`src/rtl/flash_dec_pkg.sv`:
```
package flash_dec_pkg;

  localparam logic [7:0] OP_WREN   = 8'h06;
  localparam logic [7:0] OP_WRDI   = 8'h04;
  localparam logic [7:0] OP_CERASE = 8'hC7;
  localparam logic [7:0] OP_JID    = 8'h9F;
  localparam logic [7:0] OP_RSTAT  = 8'h05;
  localparam logic [7:0] OP_WSTAT  = 8'h01;
  localparam logic [7:0] OP_LID    = 8'hAB;
  localparam logic [7:0] OP_SERASE = 8'hD8;
  localparam logic [7:0] OP_READ   = 8'h03;
  localparam logic [7:0] OP_FREAD  = 8'h0B;
  localparam logic [7:0] OP_PROG   = 8'h02;

  typedef enum logic [1:0] {
    FE_OK     = 2'd0,
    FE_BADCMD = 2'd1,
    FE_SHORT  = 2'd2
  } ferr_e;

  typedef enum logic [1:0] {
    PH_OPC = 2'd0,
    PH_HDR = 2'd1,
    PH_PAY = 2'd2
  } phase_e;

  typedef struct packed {
    logic       known;
    logic       has_addr;
    logic       has_dummy;
    logic [1:0] rx_n;
    logic       tx_one;
    logic       rd;
    logic       wr;
  } opclass_t;

endpackage

```
`src/rtl/flash_op_classify.sv`:
```
module flash_op_classify
  import flash_dec_pkg::*;
(
  input  logic [7:0] op_i,
  output opclass_t   cls_o,
  output logic [7:0] op_o
);

  always_comb begin
    cls_o       = '0;
    cls_o.known = 1'b1;
    op_o        = op_i;
    case (op_i)
      OP_WREN, OP_WRDI, OP_CERASE: ;
      OP_JID:    cls_o.rx_n = 2'd3;
      OP_RSTAT:  cls_o.rx_n = 2'd1;
      OP_WSTAT:  cls_o.tx_one = 1'b1;
      OP_LID: begin
        cls_o.has_addr = 1'b1;
        cls_o.rx_n     = 2'd1;
      end
      OP_SERASE: cls_o.has_addr = 1'b1;
      OP_READ: begin
        cls_o.has_addr = 1'b1;
        cls_o.rd       = 1'b1;
      end
      OP_FREAD: begin
        cls_o.has_addr  = 1'b1;
        cls_o.has_dummy = 1'b1;
        cls_o.rd        = 1'b1;
        op_o            = OP_READ;
      end
      OP_PROG: begin
        cls_o.has_addr = 1'b1;
        cls_o.wr       = 1'b1;
      end
      default: cls_o.known = 1'b0;
    endcase
  end

endmodule

```
`src/rtl/flash_hdr_track.sv`:
```
module flash_hdr_track
  import flash_dec_pkg::*;
#(
  parameter int ADDR_BYTES = 3,
  parameter int HDR_W      = 3
) (
  input  logic                    clk,
  input  logic                    rst_n,
  input  logic                    beat_i,
  input  logic                    last_i,
  input  logic [7:0]              byte_i,
  input  logic [HDR_W-1:0]        load_n_i,
  input  logic                    load_dummy_i,
  output phase_e                  phase_o,
  output logic                    short_o,
  output logic [8*ADDR_BYTES-1:0] addr_nx_o
);

  localparam int ADDR_W = 8 * ADDR_BYTES;

  phase_e             phase_q, phase_d;
  logic [HDR_W-1:0]   left_q, left_d;
  logic               dummy_q, dummy_d;
  logic [ADDR_W-1:0]  addr_q, addr_d;
  logic               opc_beat, hdr_beat, shift_en;

  assign opc_beat = beat_i && (phase_q == PH_OPC);
  assign hdr_beat = beat_i && (phase_q == PH_HDR);
  assign shift_en = hdr_beat && (left_q > HDR_W'(dummy_q));

  // address bytes enter at the low end and move up, so the first one ends on top
  for (genvar g = 0; g < ADDR_BYTES; g++) begin : g_abyte
    logic [7:0] feed;
    if (g == 0) begin : g_low
      assign feed = byte_i;
    end else begin : g_up
      assign feed = addr_q[8*g-1 -: 8];
    end
    always_comb begin
      if (opc_beat)      addr_d[8*g +: 8] = 8'h00;
      else if (shift_en) addr_d[8*g +: 8] = feed;
      else               addr_d[8*g +: 8] = addr_q[8*g +: 8];
    end
  end

  always_comb begin
    phase_d = phase_q;
    left_d  = left_q;
    dummy_d = dummy_q;
    short_o = 1'b0;
    if (beat_i) begin
      case (phase_q)
        PH_OPC: begin
          dummy_d = load_dummy_i;
          left_d  = load_n_i;
          short_o = (load_n_i != '0);
          if (last_i)                phase_d = PH_OPC;
          else if (load_n_i == '0)   phase_d = PH_PAY;
          else                       phase_d = PH_HDR;
        end
        PH_HDR: begin
          left_d  = left_q - 1'b1;
          short_o = (left_q != HDR_W'(1));
          if (last_i)                    phase_d = PH_OPC;
          else if (left_q == HDR_W'(1))  phase_d = PH_PAY;
        end
        default: begin
          if (last_i) phase_d = PH_OPC;
        end
      endcase
    end
  end

  always_ff @(posedge clk or negedge rst_n) begin
    if (!rst_n) begin
      phase_q <= PH_OPC;
      left_q  <= '0;
      dummy_q <= 1'b0;
      addr_q  <= '0;
    end else if (beat_i) begin
      phase_q <= phase_d;
      left_q  <= left_d;
      dummy_q <= dummy_d;
      addr_q  <= addr_d;
    end
  end

  assign phase_o   = phase_q;
  assign addr_nx_o = addr_d;

endmodule

```
`src/rtl/flash_pay_count.sv`:
```
module flash_pay_count #(
  parameter int LEN_W    = 8,
  parameter bit SATURATE = 1'b1
) (
  input  logic             clk,
  input  logic             rst_n,
  input  logic             clr_i,
  input  logic             inc_i,
  output logic [LEN_W-1:0] cnt_nx_o
);

  localparam logic [LEN_W-1:0] CNT_MAX = {LEN_W{1'b1}};

  logic [LEN_W-1:0] cnt_q, step;

  if (SATURATE) begin : g_sat
    assign step = (cnt_q == CNT_MAX) ? cnt_q : cnt_q + 1'b1;
  end else begin : g_wrap
    assign step = cnt_q + 1'b1;
  end

  always_comb begin
    if (clr_i)      cnt_nx_o = '0;
    else if (inc_i) cnt_nx_o = step;
    else            cnt_nx_o = cnt_q;
  end

  always_ff @(posedge clk or negedge rst_n) begin
    if (!rst_n)              cnt_q <= '0;
    else if (clr_i || inc_i) cnt_q <= cnt_nx_o;
  end

endmodule

```
`src/rtl/flash_cmd_decoder.sv`:
```
module flash_cmd_decoder
  import flash_dec_pkg::*;
#(
  parameter int LEN_W      = 8,
  parameter int ADDR_BYTES = 3
) (
  input  logic                    clk,
  input  logic                    rst_n,
  input  logic                    in_valid,
  input  logic [7:0]              in_byte,
  input  logic                    in_last,
  input  logic [LEN_W-1:0]        in_rd_len,
  output logic                    job_valid,
  output logic [1:0]              job_err,
  output logic [7:0]              job_opcode,
  output logic [8*ADDR_BYTES-1:0] job_addr,
  output logic                    job_rd,
  output logic                    job_wr,
  output logic [1:0]              job_rx_fixed,
  output logic                    job_tx_fixed,
  output logic [LEN_W-1:0]        job_len
);

  localparam int ADDR_W = 8 * ADDR_BYTES;
  localparam int HDR_W  = $clog2(ADDR_BYTES + 2);

  opclass_t          cls_now, cls_q, cls_eff;
  logic [7:0]        op_now, op_q, op_eff;
  logic [LEN_W-1:0]  rdlen_q, rdlen_eff;
  phase_e            phase;
  logic              beat_opc, fin, short_hit, mixed;
  logic [HDR_W-1:0]  hdr_load;
  logic [ADDR_W-1:0] addr_nx;
  logic [LEN_W-1:0]  wr_nx;
  ferr_e             err_d;

  flash_op_classify u_cls (
    .op_i  (in_byte),
    .cls_o (cls_now),
    .op_o  (op_now)
  );

  assign hdr_load = HDR_W'(cls_now.has_addr ? ADDR_BYTES : 0) + HDR_W'(cls_now.has_dummy);

  flash_hdr_track #(.ADDR_BYTES(ADDR_BYTES), .HDR_W(HDR_W)) u_hdr (
    .clk          (clk),
    .rst_n        (rst_n),
    .beat_i       (in_valid),
    .last_i       (in_last),
    .byte_i       (in_byte),
    .load_n_i     (hdr_load),
    .load_dummy_i (cls_now.has_dummy),
    .phase_o      (phase),
    .short_o      (short_hit),
    .addr_nx_o    (addr_nx)
  );

  assign beat_opc = in_valid && (phase == PH_OPC);

  flash_pay_count #(.LEN_W(LEN_W), .SATURATE(1'b1)) u_cnt (
    .clk      (clk),
    .rst_n    (rst_n),
    .clr_i    (beat_opc),
    .inc_i    (in_valid && (phase == PH_PAY)),
    .cnt_nx_o (wr_nx)
  );

  // per-command context, captured with the opcode byte
  always_ff @(posedge clk or negedge rst_n) begin
    if (!rst_n) begin
      cls_q   <= '0;
      op_q    <= '0;
      rdlen_q <= '0;
    end else if (beat_opc) begin
      cls_q   <= cls_now;
      op_q    <= op_now;
      rdlen_q <= in_rd_len;
    end
  end

  assign cls_eff   = beat_opc ? cls_now   : cls_q;
  assign op_eff    = beat_opc ? op_now    : op_q;
  assign rdlen_eff = beat_opc ? in_rd_len : rdlen_q;

  assign fin   = in_valid && in_last;
  assign mixed = (wr_nx != '0) && (rdlen_eff != '0);

  always_comb begin
    if (!cls_eff.known) err_d = FE_BADCMD;
    else if (short_hit) err_d = FE_SHORT;
    else if (mixed)     err_d = FE_BADCMD;
    else                err_d = FE_OK;
  end

  logic                    vld_d;
  logic [1:0]              err_o_d;
  logic [7:0]              op_o_d;
  logic [ADDR_W-1:0]       addr_o_d;
  logic                    rd_o_d, wr_o_d, tx_o_d;
  logic [1:0]              rx_o_d;
  logic [LEN_W-1:0]        len_o_d;

  always_comb begin
    vld_d    = fin;
    err_o_d  = err_d;
    op_o_d   = op_eff;
    addr_o_d = addr_nx;
    rd_o_d   = 1'b0;
    wr_o_d   = 1'b0;
    rx_o_d   = 2'd0;
    tx_o_d   = 1'b0;
    len_o_d  = '0;
    if (err_d == FE_OK) begin
      rd_o_d  = cls_eff.rd;
      wr_o_d  = cls_eff.wr;
      rx_o_d  = cls_eff.rx_n;
      tx_o_d  = cls_eff.tx_one;
      len_o_d = (wr_nx != '0) ? wr_nx : rdlen_eff;
    end
  end

  always_ff @(posedge clk or negedge rst_n) begin
    if (!rst_n) job_valid <= 1'b0;
    else        job_valid <= vld_d;
  end

  always_ff @(posedge clk or negedge rst_n) begin
    if (!rst_n) begin
      job_err      <= 2'd0;
      job_opcode   <= '0;
      job_addr     <= '0;
      job_rd       <= 1'b0;
      job_wr       <= 1'b0;
      job_rx_fixed <= 2'd0;
      job_tx_fixed <= 1'b0;
      job_len      <= '0;
    end else if (fin) begin
      job_err      <= err_o_d;
      job_opcode   <= op_o_d;
      job_addr     <= addr_o_d;
      job_rd       <= rd_o_d;
      job_wr       <= wr_o_d;
      job_rx_fixed <= rx_o_d;
      job_tx_fixed <= tx_o_d;
      job_len      <= len_o_d;
    end
  end

endmodule

```
`config.mk`:
```
export PLATFORM = sky130hd
export DESIGN_NAME = flash_cmd_decoder
export DESIGN_NICKNAME = d
export VERILOG_FILES = /design/src/rtl/flash_dec_pkg.sv /design/src/rtl/flash_op_classify.sv /design/src/rtl/flash_hdr_track.sv /design/src/rtl/flash_pay_count.sv /design/src/rtl/flash_cmd_decoder.sv
export SDC_FILE = /design/constraint.sdc
export NUM_CORES = 1
export LEC_CHECK = 0
export ABC_AREA = 1
export BUFFER_PORTS_ARGS = -buffer_cell sky130_fd_sc_hd__buf_2
export CAP_MARGIN = 20
export CORE_MARGIN = 1
export CORE_UTILIZATION = 35
export CTS_CLUSTER_SIZE = 14
export DETAILED_ROUTE_END_ITERATION = 8
export PLACE_DENSITY = 0.5
export SYNTH_ARGS = -nofsm -noshare
export SYNTH_HDL_FRONTEND = slang
export SYNTH_SLANG_ARGS = --single-unit
```
`constraint.sdc`:
```
create_clock -name clk -period 2.5 [get_ports clk]
set_clock_uncertainty 0.05 [all_clocks]
set_input_delay 0.125 -clock clk [delete_from_list [all_inputs] [get_ports clk]]
set_output_delay 0.125 -clock clk [all_outputs]
set_load 0.02 [all_outputs]
```
==> summary by stage, run 1 <==
Pwr
The switching power share of the total is 31.1%. For this design the total switching power over the nets is 0.00137 W. The leakage power figure is 3.20 nW.

Cell internal power was estimated by the tool at 0.00304 W. Power comes to 0.00442 W. Sequential cells account for 45.6% of the total power. The relative contribution of the clock network to total power is 34.6%. VDD sags by at most 0.397 mV. For this design the ratio of total power to cell area is 754 mW/mm^2. Combinational cells account for 19.8% of the total power.

Setup path
The startpoint kind of the worst setup timing path is a flip-flop. The launch point of the critical path is u_hdr.phase_o[0]. The data required time at the worst endpoint is 2.74 ns.

In this run the critical register-to-register path is captured at job_len[3]. Data arrives at the worst endpoint at 2.46 ns. Of all nets on the critical path, the largest fanout is 9. The reg-to-reg setup timing slack is 0.27 ns.

The most critical setup path has its endpoint at job_len[3]. The logic depth of the worst register-to-register path is 11. The nature of the critical path endpoint is a flip-flop. The critical path is of the reg -> reg type. The startpoint identified for the worst register-to-register timing path is u_hdr.phase_o[0].

GRT
The wire length of the first global-routing pass is 20.1 mm. The global routing usage summed across all routing layers is 18.0%. The largest net degree at the start of global routing is 50. The via count of the first global-routing pass was 3,975. The total overflow reported by the global router is 0. The initial antenna violation count is 0.

Clocking
The TritonCTS clock tree is built. The number of buffers between clock root and the deepest sink is 2. Once the clock tree was built, the setup fixing pass inserted 0 buffers. The TritonCTS sink count is 108. The clock tree synthesis step divided the H-tree into 3 levels. The number of buffers added by the clock tree synthesis step is 9. CTS placed an instance of sky130_fd_sc_hd__clkbuf_16 at the clock tree root. The clock-pin slew on the worst setup and hold paths is 0.07 ns.

For the worst-skew pair, the clock arrives at the later sink with an insertion delay of 0.36 ns.

Timing
The max-slew violation count is 0. The final period utilization is 89.0%. Setup repair after global routing left no endpoint under its margin. The headroom to the max-slew limit is 56.4%. The final-layout setup total negative slack is 0 ns. For the pin with the worst max-slew slack, the measured transition is 0.654 ns.

The shortest period the worst path allows is 2.23 ns. The number of failing hold endpoints at the final stage was 0. The maximum operating frequency is 0.449 GHz.

Setup violations remaining at the end of the flow were counted as 0.

Floorplan
The starting density of the core is 36.5%. The row count is 42. 68 I/O pins were placed. The height of the die is 121 um. In this run the standard cell core region covers 0.0135 mm^2. The die is 121 um wide. The floorplan die area is 0.0146 mm^2.

Flow run
Max-cap violations in this run came to 0.

Logic synthesis
The Yosys warning count is 0. The number of standard cells after synthesis is 603. After synthesis the netlist holds a flip-flop and latch count of 108. The synthesized netlist net count is 627. The cell area after technology mapping is 0.00493 mm^2. Counting flops with a built-in enable in the synthesized netlist gives 0.

The share of the yosys chip area belonging to registers is 54.9%. The most used flip-flop cell after synthesis is sky130_fd_sc_hd__dfrtp_1. The netlist uses 38 different library cells.

The post-synthesis async set-or-reset flop share is 100%. The post-synthesis area per instance is 8.17 um^2.

Route
After detailed routing, the number of vias per cell comes to 4.67. The post-detailed-route wirelength per cell is 14.0 um. In this run, the number of DRC markers left after iteration 0 of detailed routing was 187. The length of the first detailed-routing pass in iterations is 5. Once detail routing completed, the nets flagged for antenna violations numbered 0.

The DRC violations left is 0. The detailed-route wire length is 12.0 mm. Across all layers, the routed design uses 4,008 vias.

Placement
The HPWL reported at the end of detailed placement is 8.45 mm. At the end of routability-driven placement, the weighted congestion stood at 0.836. The number of buffer cells added on primary ports is 67.

Worst hold path
The path class of the tightest hold or removal check is in -> reg.

Finish
The post-route netlist has 17.0% of its cells at a drive strength greater than 1. The net count of the finished layout is 701. The total inserted antenna cells is 0. From synthesis to final layout, the design area changed by 18.9%.

Run status
The flow ran to the end, and the final reports show no timing, DRC or antenna violations.
-- final cells by class --
cell class                      instances  area [um^2]
Clock buffer                           11          253
Clock inverter                          5         66.3
Fill cell                            1380         7650
Inverter                               62          236
Multi-Input combinational cell        413         1910
Sequential cell                       108         2700
Tap cell                              176          220
Timing Repair Buffer                   83          473
-- power by group through the flow --
stage          registers, W  clock network (W)  logic [W]
6_report            0.00201            0.00153   0.000873
5_1_grt             0.00204            0.00163   0.000994
4_1_cts             0.00202            0.00158   0.000880
3_5_place_dp        0.00205                  0   0.000868
3_3_place_gp        0.00205                  0   0.000865
2_1_floorplan       0.00210                  0   0.000533
-- how the worst min path moves through the flow --
stage | start | to | slack, ns | cells past startpoint
detailed placement | rst_n | job_len[6] | 0.16 | 1
global placement | rst_n | job_opcode[1] | 0.15 | 1
floorplan | rst_n | cls_q[0] | -0.22 | 0
finish | in_rd_len[0] | rdlen_q[0] | 0.02 | 3
global route | in_rd_len[0] | rdlen_q[0] | 0.04 | 3
CTS | in_rd_len[0] | rdlen_q[0] | 0.007 | 3
-- repair_timing --
action	in CTS	in global routing
hold buffers	6	0
endpoints found under the hold margin	50	0
gates resized for setup	0	2
endpoints found under the setup margin	0	1
-- critical path, cell delays in order (launching register included) --
cell,delay [ns]
sky130_fd_sc_hd__dfrtp_1,0.48
sky130_fd_sc_hd__inv_2,0.13
sky130_fd_sc_hd__nand3_1,0.12
sky130_fd_sc_hd__nor2_1,0.28
sky130_fd_sc_hd__nand3_1,0.12
sky130_fd_sc_hd__nand3_1,0.16
sky130_fd_sc_hd__nand2_1,0.11
sky130_fd_sc_hd__nor2_4,0.23
sky130_fd_sc_hd__nand2_4,0.09
sky130_fd_sc_hd__nand2_4,0.10
sky130_fd_sc_hd__nand3_4,0.13
sky130_fd_sc_hd__o21bai_1,0.15
-- per-stage QoR --
step	instances	setup WS, ns	hold WS, ns	util (%)	area (um^2)
6_report	858	0.275	0.0174	43.4	5860
5_1_grt	858	0.0198	0.0386	43.4	5860
4_1_cts	858	0.236	0.00679	43.3	5850
3_5_place_dp	836	0.262	0.163	40.5	5470
3_3_place_gp	836	0.336	0.151	40.5	5470
2_1_floorplan	603	0.605	-0.221	-	4930
-- sequential cells by signal (all words and copies together) (netlist names) --
signal	cells
op_q	8
u_hdr.left_q	3
job_rx_fixed	2
job_addr	24
rdlen_q	8
cls_q	7
u_hdr.addr_q	24
u_hdr.phase_o	2
u_cnt.cnt_q	8
job_valid	1
job_len	8
job_tx_fixed	1
job_rd	1
job_opcode	8
job_err	2
job_wr	1
-- per-layer routing --
metal	share of wire [%]	vias up	track usage, %
met5	0	-	0
met4	1.7	0	7.41
met3	3.9	12	2.92
met2	44	81	27.4
met1	50	1876	25.4
li1	-	2039	-
-- Yosys cell counts (4+ instances only) --
cell type / instances / share of area, %
sky130_fd_sc_hd__nor2_1: 77 / 5.9
sky130_fd_sc_hd__nand2_1: 196 / 15
sky130_fd_sc_hd__clkbuf_1: 12 / 0.91
sky130_fd_sc_hd__inv_1: 58 / 4.4
sky130_fd_sc_hd__nand4_1: 7 / 0.89
sky130_fd_sc_hd__dfrtp_1: 108 / 55
sky130_fd_sc_hd__buf_2: 4 / 0.41
sky130_fd_sc_hd__nand3_1: 34 / 3.5
sky130_fd_sc_hd__o21ai_0: 45 / 4.6
sky130_fd_sc_hd__nand2_2: 6 / 0.76
sky130_fd_sc_hd__ha_1: 4 / 1.0
sky130_fd_sc_hd__a21oi_1: 11 / 1.1
sky130_fd_sc_hd__o21bai_1: 6 / 0.91
-- kinds of logic after synthesis --
| group | share of synthesized area, % |
|---|---|
| AO/OA/AOI/OAI | 8.61 |
| XOR/XNOR | 0.178 |
| adder cells (fa/ha/maj) | 1.02 |
| buffers and inverters | 6.53 |
| flip-flops | 54.9 |
| AND/OR/NAND/NOR | 28.8 |
-- cells in the final DEF (no fill, tap or decap), drive strengths merged, types with 2 or more instances in the layout --
cell / count
a21oi: 11
buf: 77
clkbuf: 11
clkinv: 2
clkinvlp: 2
dfrtp: 108
dlygate4sd3: 6
ha: 4
inv: 62
nand2: 204
nand3: 35
nand3b: 2
nand4: 7
nor2: 83
nor3: 2
o211ai: 2
o21ai: 45
o21bai: 8
(Power assumes the default switching activity.)
==> run 2, diff against run 1 <==
CELL_PAD_IN_SITES_DETAIL_PLACEMENT = 2   (was not set)
CELL_PAD_IN_SITES_GLOBAL_PLACEMENT = 2   (was not set)
CORE_UTILIZATION = 34   (was 35)
PLACE_DENSITY = 0.76   (was 0.5)
==> run 2 against run 1 <==
Critical path type unchanged. Fmax fell by 2.8%. Total power fell by 1.2%. Die area rose by 2.9%. Clock-buffer cell count fell by 2. Sequential power barely moved. Combinational power rose by 7.4%. Critical endpoint unchanged. Core utilization fell by 1.6 points.
==> summary by stage, run 2 (synthesis results as in run 1) <==
Finish
Leaving out fill and tap cells, the most frequent cell in the layout is sky130_fd_sc_hd__nand2_1. The library cells used most frequently in the layout, excluding fill and tap cells, are sky130_fd_sc_hd__nand2_1, sky130_fd_sc_hd__dfrtp_1, sky130_fd_sc_hd__nor2_1, sky130_fd_sc_hd__buf_2, sky130_fd_sc_hd__inv_1. The area growth from synthesis to layout is 18.5%. The final design area excluding fillers is 0.00584 mm^2. The largest registers in the layout are job_addr (24), u_hdr.addr_q (24). Of the cells placed in the final design, the portion with a size suffix greater than 1 is 17.6%.

The total inserted antenna cells is 0. The net count of the finished layout is 699.

Route
The DRC violations left is 0. The length of routed wiring on met1 is 6.93 mm. The post-detailed-route wirelength per cell is 16.7 um. The pre-antenna-repair detailed-routing pass consisted of 4 iterations.

After detailed routing, the total wire length is 14.4 mm. The highest metal layer with signal wires is met4. The wire length on met2 is 6.77 mm. The routed design uses 378 um of met3 wire. The via count is 4,274. The count of routing violations after the opening detailed-route iteration is 214. The routed via count divided by cell count is 4.97. The detail route stage leaves a number of antenna-violating nets equal to 0.

Timing
The max-slew violation count is 0. The number of failing hold endpoints at the final stage is 0. Setup repair after global routing left no endpoint under its margin. The maximum operating frequency is 0.437 GHz. The slack of the critical path is 0.212 ns.

At the pin with the least slew margin, the transition time is 0.616 ns. Setup violations remaining at the end of the flow were counted as 0. For the finished layout, the period the worst path requires is 2.29 ns. The headroom to the max-slew limit is 58.9%. The final-layout setup total negative slack is 0 ns. The final period utilization is 91.5%.

Pwr
The areal power density over the cells is 747 mW/mm^2. Across the VDD grid, the largest voltage drop is 0.325 mV. The analysis attributes to cell leakage a power of 3.18 nW.

Clocking
The clock latency on the worst-skew pair is 0.36 ns. TritonCTS built the clock tree. Clock tree synthesis found a total of 108 sinks. The number of buffers added by the clock tree synthesis step is 9. The number of buffers between clock root and the deepest sink is 2.

The deepest level of the CTS H-tree is 3. CTS placed an instance of sky130_fd_sc_hd__clkbuf_16 at the clock tree root. After clock tree synthesis, the clock-pin slew on the worst setup and hold paths is 0.08 ns.

GRT
The total overflow reported by the global router is 0. The via count of the first global-routing pass is 4,548. Global routing used 20.5% of the available tracks.

The initial antenna violation count is 0. The largest net degree at the start of global routing is 49. The first global-routing pass estimated 23.5 mm of wire.

Floorplan
Once the floorplan was initialized, standard cells occupied 35.2% of the core. The height of the die is 122 um. The row count is 43. The total I/O pin count is 68. The die covers 0.0150 mm^2. The region available for standard cell placement spans 0.0140 mm^2. The floorplan step set the die width to 122 um.

Worst hold path
The worst hold path class is in -> reg. The startpoint of the most critical hold path is in_rd_len[1].

Placement
The congestion estimate from routability-driven global placement came to 0.814. The number of buffer cells added on primary ports is 67. OpenSTA, run right after detailed placement, puts the worst setup slack at 0.0838 ns. The area after detailed placement is 0.00549 mm^2. The wire-length estimate of the detail-placed layout is 10.4 mm.

Setup path
STA classifies the critical path endpoint as a flip-flop. The critical path starts at u_cnt.cnt_q[0]. STA classifies the critical path startpoint as a flip-flop. The data required time at the worst endpoint is 2.73 ns.

Data on the critical path arrives at its endpoint at 2.51 ns. Along the worst path, the maximum fanout reaches 9. The critical path is of the reg -> reg type.

The worst register-to-register path begins at u_cnt.cnt_q[0].

Flow run
Across the run, the number of max-cap violations was 0.

Run status
The flow ran to the end, and the final reports show no timing, DRC or antenna violations.
==> run 2: cell types whose count changed in the layout (fill, tap and decap cells not counted), moves of 2 or more <==
cell                            change
sky130_fd_sc_hd__clkinv_2           +2
sky130_fd_sc_hd__buf_4              -2
sky130_fd_sc_hd__dlygate4sd3_1      -3
sky130_fd_sc_hd__buf_12             +2
sky130_fd_sc_hd__clkbuf_8           -2
sky130_fd_sc_hd__inv_6              +2
==> run 2: path summary, 6_finish.rpt <==
kind	endpoint	slack (ns)	cells after the start
worst max-delay path	job_len[3]	0.21	13
worst min-delay path	rdlen_q[1]	0.02	3
worst max register to register	job_len[3]	0.21	13
worst min register to register	job_addr[18]	0.43	2
max in group asynchronous	job_rx_fixed[0]	1.40	3
min in group asynchronous	u_cnt.cnt_q[4]	0.25	2
==> run 2: layer usage <==
metal	GRT usage (%)	vias to the layer above
li1	-	2035
met1	27.8	2145
met2	32.9	71
met3	2.74	23
met4	8.69	0
met5	0	-
==> run 2: cell type report <==
type,count,area (um^2)
fill,1606,8150
sequential,108,2700
multi-input combinational,413,1910
timing repair buffer,81,479
inverter,62,236
clock buffer,9,225
tap,180,225
clock inverter,7,56.3
==> run 2: report_power, final <==
group | internal (W) | switching (W) | leakage (nW)
clock network | 0.000694 | 0.000714 | 0.142
registers | 0.00192 | 0.0000976 | 1.44
logic | 0.000304 | 0.000634 | 1.60
total | 0.00292 | 0.00145 | 3.18
==> run 2: critical path: stages (launching register included) <==
cell	delay, ns
sky130_fd_sc_hd__dfrtp_1	0.41
sky130_fd_sc_hd__ha_2	0.23
sky130_fd_sc_hd__inv_1	0.06
sky130_fd_sc_hd__nor2_2	0.14
sky130_fd_sc_hd__nand2_2	0.15
sky130_fd_sc_hd__nand2_2	0.11
sky130_fd_sc_hd__nand2_1	0.06
sky130_fd_sc_hd__nand3_1	0.14
sky130_fd_sc_hd__nand2_1	0.12
sky130_fd_sc_hd__nor2_4	0.19
sky130_fd_sc_hd__nand2_4	0.08
sky130_fd_sc_hd__nand2_4	0.10
sky130_fd_sc_hd__nand3_4	0.14
sky130_fd_sc_hd__o21bai_1	0.20
==> run 2: metrics by stage <==
stage / util [%] / total power, W / hold slack [ns] / cells
3_5_place_dp: 39.2 / 0.00295 / 0.127 / 838
5_1_grt: 41.7 / 0.00462 / 0.0200 / 860
6_report: 41.7 / 0.00436 / 0.0186 / 860
3_3_place_gp: 39.2 / 0.00290 / 0.125 / 838
2_1_floorplan: - / 0.00263 / -0.221 / 603
4_1_cts: 41.4 / 0.00439 / 0.00590 / 857
==> run 2: repair_timing <==
action                                  in CTS  in global routing
hold buffers                                 3                  0
endpoints found under the setup margin       0                  8
setup buffers                                0                  3
resized for setup                            0                  6
endpoints found under the hold margin       43                  0
